[src/rtl/key_renew_pkg.sv]
package key_renew_pkg;

  typedef enum logic [1:0] {
    RS_IDLE  = 2'd0,
    RS_KEYRQ = 2'd1,
    RS_SWEEP = 2'd2
  } renew_st_e;

  // forced miss covers both busy phases
  function automatic logic busy_state(input renew_st_e st);
    return st != RS_IDLE;
  endfunction

endpackage

[src/rtl/key_sweep_walker.sv]
module key_sweep_walker #(
  parameter int NUM_SETS = 16,
  localparam int SET_W = (NUM_SETS > 1) ? $clog2(NUM_SETS) : 1
) (
  input  logic             clk_i,
  input  logic             rst_ni,
  input  logic             start_i,
  input  logic             step_i,
  output logic [SET_W-1:0] idx_o,
  output logic             last_o
);

  localparam logic [SET_W-1:0] LAST_IDX = SET_W'(NUM_SETS - 1);

  function automatic logic [SET_W-1:0] bump(input logic [SET_W-1:0] v);
    return v + SET_W'(1);
  endfunction

  logic [SET_W-1:0] idx_q;

  always_ff @(posedge clk_i or negedge rst_ni) begin
    if (!rst_ni)      idx_q <= '0;
    else if (start_i) idx_q <= '0;
    else if (step_i && !last_o) idx_q <= bump(idx_q);
  end

  assign idx_o  = idx_q;
  assign last_o = (idx_q == LAST_IDX);

  a_r4_index_steps: assert property (@(posedge clk_i) disable iff (!rst_ni)
    (step_i && !start_i && !last_o) |=> (idx_o == $past(idx_o) + SET_W'(1)));

  a_r4_start_zero: assert property (@(posedge clk_i) disable iff (!rst_ni)
    start_i |=> (idx_o == '0));

endmodule

[src/rtl/key_renew_fsm.sv]
module key_renew_fsm
  import key_renew_pkg::*;
(
  input  logic clk_i,
  input  logic rst_ni,
  input  logic fence_i,
  input  logic key_vld_i,
  input  logic sweep_last_i,
  output logic key_req_o,
  output logic key_accept_o,
  output logic sweep_step_o,
  output logic sweep_active_o,
  output logic force_miss_o
);

  renew_st_e st_q, st_d;

  // named internal events
  logic fence_drop, fence_abort, fence_start, sweep_done;

  assign fence_drop   = (st_q == RS_KEYRQ) && fence_i;
  assign fence_abort  = (st_q == RS_SWEEP) && fence_i;
  assign fence_start  = (st_q == RS_IDLE)  && fence_i;
  assign key_accept_o = (st_q == RS_KEYRQ) && key_vld_i;
  assign sweep_done   = (st_q == RS_SWEEP) && !fence_i && sweep_last_i;

  always_comb begin
    st_d = st_q;
    unique case (st_q)
      RS_IDLE:  if (fence_start)  st_d = RS_KEYRQ;
      RS_KEYRQ: if (key_accept_o) st_d = RS_SWEEP;
      RS_SWEEP: begin
        if (fence_abort)     st_d = RS_KEYRQ;
        else if (sweep_done) st_d = RS_IDLE;
      end
      default: st_d = RS_KEYRQ;
    endcase
  end

  always_ff @(posedge clk_i or negedge rst_ni) begin
    if (!rst_ni) st_q <= RS_KEYRQ;
    else         st_q <= st_d;
  end

  assign key_req_o      = (st_q == RS_KEYRQ);
  assign sweep_active_o = (st_q == RS_SWEEP);
  assign sweep_step_o   = sweep_active_o && !fence_i;
  assign force_miss_o   = busy_state(st_q);

  a_r2_req_held: assert property (@(posedge clk_i) disable iff (!rst_ni)
    (key_req_o && !key_vld_i) |=> key_req_o);

  a_r2_req_drops: assert property (@(posedge clk_i) disable iff (!rst_ni)
    (key_req_o && key_vld_i) |=> !key_req_o);

  a_r6_fence_dropped: assert property (@(posedge clk_i) disable iff (!rst_ni)
    (fence_drop && !key_vld_i) |=> key_req_o);

  a_r7_abort_restarts: assert property (@(posedge clk_i) disable iff (!rst_ni)
    fence_abort |=> (key_req_o && !sweep_active_o));

  a_r8_idle_fence: assert property (@(posedge clk_i) disable iff (!rst_ni)
    fence_start |=> (key_req_o && force_miss_o));

  a_r5_miss_ends: assert property (@(posedge clk_i) disable iff (!rst_ni)
    sweep_done |=> !force_miss_o);

endmodule

[src/rtl/key_status_sample.sv]
module key_status_sample #(
  parameter bit ENABLE = 1'b1
) (
  input  logic clk_i,
  input  logic rst_ni,
  input  logic key_vld_i,
  output logic sts_o
);

  if (ENABLE) begin : g_sample
    logic sts_q;
    always_ff @(posedge clk_i or negedge rst_ni) begin
      if (!rst_ni) sts_q <= 1'b0;
      else         sts_q <= key_vld_i;
    end
    assign sts_o = sts_q;

    a_r9_status_follows: assert property (@(posedge clk_i) disable iff (!rst_ni)
      1'b1 |=> (sts_o == $past(key_vld_i)));
  end else begin : g_tied
    logic unused_vld;
    assign unused_vld = key_vld_i;
    assign sts_o = 1'b0;

    always_comb begin
      if (rst_ni) a_r10_status_zero: assert (sts_o == 1'b0);
    end
  end

endmodule

[src/rtl/icache_key_renew.sv]
module icache_key_renew #(
  parameter int NUM_SETS      = 16,
  parameter int NUM_WAYS      = 2,
  parameter int KEY_W         = 64,
  parameter bit CACHE_PRESENT = 1'b1,
  parameter bit SECURE_EN     = 1'b1,
  localparam int SET_W = (NUM_SETS > 1) ? $clog2(NUM_SETS) : 1
) (
  input  logic                clk_i,
  input  logic                rst_ni,
  input  logic                fence_i,
  output logic                key_req_o,
  input  logic                key_vld_i,
  input  logic [KEY_W-1:0]    key_data_i,
  output logic [KEY_W-1:0]    key_o,
  output logic                tag_we_o,
  output logic [SET_W-1:0]    tag_idx_o,
  output logic [NUM_WAYS-1:0] tag_way_mask_o,
  output logic                force_miss_o,
  output logic                key_sts_o
);

  localparam bit STS_EN = CACHE_PRESENT && SECURE_EN;

  logic key_accept, sweep_step, sweep_active, sweep_last;

  key_renew_fsm u_fsm (
    .clk_i          (clk_i),
    .rst_ni         (rst_ni),
    .fence_i        (fence_i),
    .key_vld_i      (key_vld_i),
    .sweep_last_i   (sweep_last),
    .key_req_o      (key_req_o),
    .key_accept_o   (key_accept),
    .sweep_step_o   (sweep_step),
    .sweep_active_o (sweep_active),
    .force_miss_o   (force_miss_o)
  );

  key_sweep_walker #(.NUM_SETS(NUM_SETS)) u_walk (
    .clk_i   (clk_i),
    .rst_ni  (rst_ni),
    .start_i (key_accept),
    .step_i  (sweep_step),
    .idx_o   (tag_idx_o),
    .last_o  (sweep_last)
  );

  key_status_sample #(.ENABLE(STS_EN)) u_sts (
    .clk_i     (clk_i),
    .rst_ni    (rst_ni),
    .key_vld_i (key_vld_i),
    .sts_o     (key_sts_o)
  );

  logic [KEY_W-1:0] key_q;
  always_ff @(posedge clk_i or negedge rst_ni) begin
    if (!rst_ni)         key_q <= '0;
    else if (key_accept) key_q <= key_data_i;
  end
  assign key_o = key_q;

  assign tag_we_o       = sweep_active;
  assign tag_way_mask_o = {NUM_WAYS{sweep_active}};

  a_r3_key_stable: assert property (@(posedge clk_i) disable iff (!rst_ni)
    !(key_req_o && key_vld_i) |=> $stable(key_o));

  a_r3_key_taken: assert property (@(posedge clk_i) disable iff (!rst_ni)
    (key_req_o && key_vld_i) |=> (key_o == $past(key_data_i)));

  a_r5_write_in_miss: assert property (@(posedge clk_i) disable iff (!rst_ni)
    tag_we_o |-> force_miss_o);

endmodule

[config.mk]
export PLATFORM = sky130hd
export DESIGN_NAME = icache_key_renew
export DESIGN_NICKNAME = d
export VERILOG_FILES = /design/src/rtl/key_renew_pkg.sv /design/src/rtl/key_sweep_walker.sv /design/src/rtl/key_renew_fsm.sv /design/src/rtl/key_status_sample.sv /design/src/rtl/icache_key_renew.sv
export SDC_FILE = /design/constraint.sdc
export NUM_CORES = 1
export LEC_CHECK = 0
export ABC_AREA = 1
export BUFFER_PORTS_ARGS = -buffer_cell sky130_fd_sc_hd__buf_2
export CAP_MARGIN = 40
export CORE_ASPECT_RATIO = 0.7
export CORE_MARGIN = 2
export CORE_UTILIZATION = 35
export CTS_CLUSTER_DIAMETER = 30
export DETAILED_ROUTE_END_ITERATION = 7
export PLACE_DENSITY = 0.66
export SETUP_SLACK_MARGIN = 0.5
export SYNTH_ARGS = -nofsm -noshare
export SYNTH_HDL_FRONTEND = slang
export SYNTH_HIERARCHICAL = 1
export SYNTH_SLANG_ARGS = --single-unit
[constraint.sdc]
create_clock -name clk_i -period 1.3 [get_ports clk_i]
set_input_delay 0.13 -clock clk_i [delete_from_list [all_inputs] [get_ports clk_i]]
set_output_delay 0.13 -clock clk_i [all_outputs]
set_load 0.05 [all_outputs]
==> results.tsv, run 1 <==
stage	metric	value	unit
critical_path	cp_cell_sequence	buf_4 -> nor2_4 -> buf_8	
critical_path	worstSetupPathType	reg2out	
timing	finalCriticalPeriod	1331	ps
cts	cts_buffers	9	
cts	clockBufferDepth	2	
routing	vias_per_cell	4.430	
routing	wl	8222	um
cts	path_clk_slew	60	ps
layout	fin_util	64.93	%
routing	num_vias	2729	
yosys	ys_seq_area_share	62.90	%
cts	numClockSinks	71	
critical_path	crit_family	flip-flops	
global_route	top_usage_layer	met2	
routing	antenna_left	0	
critical_path	endpoint_kind	output port	
timing	layout_setup_ws	-31.27	ps
cts	cts_tree	built	
critical_path	rr_startpoint	u_fsm/st_q[0]	
yosys	syn_area_per_cell	8.860	sq um
timing	rsz0062_at_grt	yes	
place	place.gp.congestion	0.7561	
global_route	met1_usage	20.73	%
power_and_ir_drop	p_leak	2.820	nW
critical_path	startpoint	u_fsm/st_q[0]	
yosys	yosys_warnings	6	
power_and_ir_drop	ir_drop	2.106	mV
timing	hold_viol_final	0	
timing	post-route-period-util	102.4	%
yosys	ys_types	17	
global_route	grt_pass1_vias	2669	
die	fp.dieH	79.19	um
global_route	grt_max_degree	72	
die	die_area	8822	sq um
global_route	antenna_found_initial	0	
cts	cts_root_buf	clkbuf_16	
die	start_util	36.06	%
timing	clock_skew	9.914	ps
layout	layout.cells.most_common_list	nand2_1 (188), buf_6 (76), dfrtp_1 (67), buf_2 (66), buf_4 (28)	
critical_path	start_kind	flop	
global_route	gr-usage-all-layers	17.14	%
routing	drt_iter0_drc	130	
yosys	synth_top_area_share	61.97	%
critical_path	cp_slowest_cell	dfstp_2	
power_and_ir_drop	power_density	3069	nW/um^2
yosys	netlist_instances	319	
min_path	hp-start	key_data_i[5]	
die	ios	142	
critical_path	cp.required	1170	ps
global_route	grt_pass1_wl	12140	um
global_route	gr-total-overflow	0	
outcome	outcome	finished, violations left	
outcome	failed_checks	setup timing	
timing	slew_headroom	74.47	%
timing	worst_slew_pin_slew	382.9	ps
layout	seq_area	1782	sq um
layout	fill_cells	632	
cts	clock_latency	320	ps
place	pre_cts_slack	-49.50	ps
die	fp.coreArea	7838	sq um
place	numPortBuffers	141	
timing	fmax	751.2	MHz
yosys	yosys.area.top_type	dfrtp_1	
yosys	synthTopCellsByArea	dfrtp_1 (62%), nand2_1 (27%), clkbuf_8 (2.9%)	
layout	layout_commonest_cell	nand2_1	
place	place_hpwl	4622	um
routing	drc	0	
layout	multi_input_area	977.2	sq um
timing	setup_viol	27	
min_path	hp-class	in2reg	
critical_path	critical_path_arrival	1200	ps
critical_path	max_stage_delay	370	ps
layout	area_delta_synth_final	80.04	%
run	cap_violations	0	
layout	nNetsFinal	579	
timing	hold-worst-slack	7.347	ps
cts	cts_max_level	3	
die	die_w	111.4	um
timing	setup_tns	-315.2	ps
critical_path	path_max_fanout	4	
global_route	grtUsageMet3	6.565	%
layout	diodes	0	
critical_path	critical_path_buf_inv_count	2	
timing	finalMaxSlewViolations	0	
routing	firstDrtPassIters	4	
die	rows	27	
yosys	syn-num-nets	388	
global_route	use_met2	29.21	%
yosys	synth-seq-cells	71	
yosys	syn_area	2826	sq um
routing	wire_per_inst	13.35	um
layout	drive_above_1_share	46.21	%
synth_stat cells:
cell and n:
buf_2 6, buf_4 3, clkbuf_8 6, dfrtp_1 70, dfstp_2 1, ha_1 1
inv_1 8, inv_2 3, nand2_1 206, nand2_2 1, nand3_1 5, nand4_1 2
nor2_1 3, nor2_2 1, nor2_4 1, nor3_1 1, xor2_1 1
metal layers:
metal | up-vias | share of wire, % | wire length [um]
met5 | - | 0 | 0
met4 | 0 | 0.67 | 55
met3 | 4 | 6.0 | 490
met2 | 91 | 50 | 4092
met1 | 1289 | 44 | 3583
li1 | 1345 | - | -
through the flow:
step	area (sq um)	power (W)	std cells
4_1_cts	4684	0.01487	589
6_report	5089	0.01562	616
3_5_place_dp	3677	0.01036	556
3_3_place_gp	3677	0.01026	556
2_1_floorplan	2859	0.008753	319
5_1_grt	5089	0.01638	616
repair_timing:
| item | in CTS | in global routing |
|---|---|---|
| buffers inserted | 11 | 17 |
| pin swaps | 6 | 20 |
| hold buffers | 6 | 2 |
| endpoints found under the hold margin | 75 | 2 |
| cloned | 0 | 8 |
| resized for setup | 170 | 30 |
| setup endpoints to repair | 144 | 144 |
cell families after synthesis:
kind of cell,share of synthesized area (%)
simple gates,30.10
xor+xnor,0.3099
flops,62.90
buf+inv,6.242
fa+ha+maj,0.4426
final timing paths:
check / to / slack (ps) / cells after the start
hold / removal: key_o[5] / 7 / 3
hold reg to reg: key_o[21] / 490 / 2
max in group asynchronous: key_o[59] / 630 / 3
setup reg to reg: key_o[11] / -30 / 8
setup / recovery: tag_way_mask_o[1] / -30 / 3
min in group asynchronous: key_o[3] / 350 / 3
registers in the layout (all words and copies together), names as in the netlist:
name          count
key_o            64
u_fsm/st_q        2
u_sts/sts_o       1
u_walk/idx_o      4
cell type report:
cell class                 instances  area share (%)
clock buffer                      12           5.041
clock inverter                     4           1.500
inverter                          11           1.254
multi-input combinational        222           19.20
sequential                        71           35.01
tap                              101           2.483
timing repair buffer             195           35.51
worst reg2reg max path, stage by stage (launching register included):
cell	delay [ps]
dfstp_2	530
inv_2	50
nor2_4	110
nand2_4	80
inv_8	80
buf_12	150
clkbuf_16	170
nand2_2	50
nand2_1	50
where the power goes:
part / internal, W / leakage, nW / total (W) / switching [W]
clock: 0.00179 / 0.159 / 0.00268 / 0.000891
combinational: 0.00342 / 1.78 / 0.00894 / 0.00552
sequential: 0.00322 / 0.876 / 0.00399 / 0.000768
total: 0.00843 / 2.82 / 0.0156 / 0.00718
Power figures use the tool's default switching activity.
==> run 2, diff against run 1 <==
--- a/config.mk
+++ b/config.mk
@@ -11,6 +11,7 @@
 export CORE_ASPECT_RATIO = 0.7
 export CORE_MARGIN = 2
 export CORE_UTILIZATION = 35
+export CTS_BUF_LIST = sky130_fd_sc_hd__clkbuf_16
 export CTS_CLUSTER_DIAMETER = 30
 export DETAILED_ROUTE_END_ITERATION = 7
 export PLACE_DENSITY = 0.66
==> run 2 against run 1 <==
Effect of this change:
- the flow still finishes with violations (setup timing)
- clock skew is 0.99 ps lower
- largest power group unchanged
- combinational power grew 0.9%
- utilization barely moved
- total power is 0.32% lower
- clock power decreased by 5%
- flip-flop and latch count did not move
- via count rose by 0.77%
- first-iteration DRC count shrank 26%
- clock-buffer cell count shrank 3
- worst hold slack better by 2.6 ps
- critical path depth stayed put
==> results.tsv, run 2 (synthesized netlist as in run 1, its figures left out) <==
stage	metric	value	unit	change
die	rows	27		unchanged
outcome	failed_checks	setup timing		unchanged
routing	vias_per_cell	4.464		was 4.430
critical_path	rr_startpoint	u_fsm/st_q[0]		unchanged
layout	fill_cells	632		unchanged
outcome	outcome	finished, violations left		unchanged
timing	post-route-period-util	102.4	%	about the same
run	cap_violations	0		unchanged
layout	layout.cells.most_common_list	nand2_1 (173), buf_6 (75), dfrtp_1 (67), buf_2 (66), buf_4 (31)		was nand2_1 (188), buf_6 (76), dfrtp_1 (67), buf_2 (66), buf_4 (28)
timing	finalMaxSlewViolations	0		unchanged
place	place.gp.congestion	0.7561		unchanged
timing	worst_slew_pin_slew	380.7	ps	was 382.9 ps
critical_path	critical_path_arrival	1200	ps	about the same
critical_path	r2r_slack	-30	ps	about the same
cts	numClockSinks	71		unchanged
global_route	grt_pass1_vias	2669		unchanged
timing	finalCriticalPeriod	1331	ps	about the same
cts	clockBufferDepth	2		unchanged
die	die_w	111.4	um	unchanged
timing	clock_skew	8.920	ps	was 9.914 ps
min_path	holdPathStages	3		unchanged
power_and_ir_drop	power_density	3060	nW/um^2	was 3069 nW/um^2
timing	layout_setup_ws	-30.82	ps	was -31.27 ps
critical_path	startpoint	u_fsm/st_q[0]		unchanged
layout	nNetsFinal	579		unchanged
timing	hold_viol_final	0		unchanged
place	dp_cells	556		unchanged
timing	setup_viol	18		was 27
routing	antenna_left	0		unchanged
layout	layout_commonest_cell	nand2_1		unchanged
cts	path_clk_slew	60	ps	about the same
critical_path	crit_end	tag_way_mask_o[1]		unchanged
global_route	grt_max_degree	72		unchanged
power_and_ir_drop	ir_drop	2.101	mV	was 2.106 mV
cts	cts_tree	built		unchanged
global_route	gr-usage-all-layers	17.14	%	unchanged
cts	cts_max_level	3		unchanged
die	ios	142		unchanged
layout	area_delta_synth_final	79.99	%	was 80.04%
critical_path	worstSetupPathType	reg2out		unchanged
routing	wl	8153	um	was 8222 um
critical_path	path_max_fanout	4		unchanged
min_path	hp-start	key_data_i[5]		unchanged
routing	wire_per_inst	13.24	um	was 13.35 um
critical_path	rr_worst_depth	8		unchanged
routing	num_vias	2750		was 2729
die	fp.coreArea	7838	sq um	unchanged
critical_path	start_kind	flop		unchanged
critical_path	reg2reg_to	key_o[11]		unchanged
global_route	gr-total-overflow	0		unchanged
routing	drt_iter0_drc	96		was 130
power_and_ir_drop	p_leak	2.814	nW	was 2.820 nW
timing	slew_headroom	74.62	%	was 74.47%
cts	cts_buffers	9		unchanged
layout	drive_above_1_share	48.93	%	was 46.21%
layout	stdcell_count	616		unchanged
global_route	grt_pass1_wl	12140	um	unchanged
timing	rsz0062_at_grt	yes		unchanged
layout	diodes	0		unchanged
place	place_hpwl	4622	um	unchanged
cts	cts_root_buf	clkbuf_16		unchanged
layout	largest_reg_flops	64		unchanged
place	numPortBuffers	141		unchanged
global_route	antenna_found_initial	0		unchanged
min_path	hp-class	in2reg		unchanged
critical_path	endpoint_kind	output port		unchanged
die	start_util	36.06	%	unchanged
timing	fmax	751.4	MHz	was 751.2 MHz
critical_path	cp.required	1170	ps	about the same
die	die_area	8822	sq um	unchanged
power_and_ir_drop	finalPower	0.01557	W	was 0.01562 W
layout	fin_util	64.91	%	was 64.93%
routing	drc	0		unchanged
cts	clock_latency	320	ps	about the same
timing	setup_tns	-309.2	ps	was -315.2 ps
routing	firstDrtPassIters	4		unchanged
die	fp.dieH	79.19	um	unchanged
-- run 2: repair_timing --
action                                 in CTS  in global routing
setup buffers                              11                 20
setup endpoints to repair                 144                144
hold buffers                                6                  1
endpoints found under the hold margin      75                  1
gates cloned                                0                  6
gates resized for setup                   169                 47
pin swaps                                   6                 20
-- run 2: worst min path at each step --
stage / end / slack (ps)
after floorplan: key_o[0] / -170
after global placement: key_o[3] / 170
after detailed placement: key_o[3] / 170
after CTS: key_o[63] / 1
after global routing: key_o[5] / 3
final: key_o[5] / 10
-- run 2: area by class of cell --
cell class | count | area (sq um) | share of cell area, %
repair buffers | 195 | 1783 | 35.05
flip-flops and latches | 71 | 1782 | 35.02
multi-input cells | 222 | 1020 | 20.04
clock buffers | 9 | 225.2 | 4.427
well taps | 101 | 126.4 | 2.484
clock inverters | 7 | 87.58 | 1.722
inverters | 11 | 63.81 | 1.254
-- run 2: worst max-delay path: stages (launching register included) --
cell	delay [ps]
dfstp_2	370
buf_4	140
nor2_4	200
buf_8	180
-- run 2: where the power goes --
part,switching [W],internal (W)
logic,0.00556,0.00346
clock network,0.000884,0.00167
registers,0.000775,0.00322
total,0.00722,0.00835
-- run 2: metrics by stage --
step	area [sq um]	setup slack (ps)	hold slack, ps
2_1_floorplan	2859	-265.2	-165.6
3_3_place_gp	3677	-24.61	168.1
3_5_place_dp	3677	-49.50	168.9
4_1_cts	4661	-53.41	1.198
5_1_grt	5087	-90.14	3.289
6_report	5087	-30.82	9.983
-- run 2: routing by layer --
| layer | share of wire [%] | up-vias | GRT usage (%) |
|---|---|---|---|
| met5 | 0 | - | 0 |
| met4 | 0.67 | 0 | 4.321 |
| met3 | 6.1 | 4 | 6.565 |
| met2 | 50 | 96 | 29.21 |
| met1 | 43 | 1308 | 20.73 |
| li1 | - | 1342 | - |
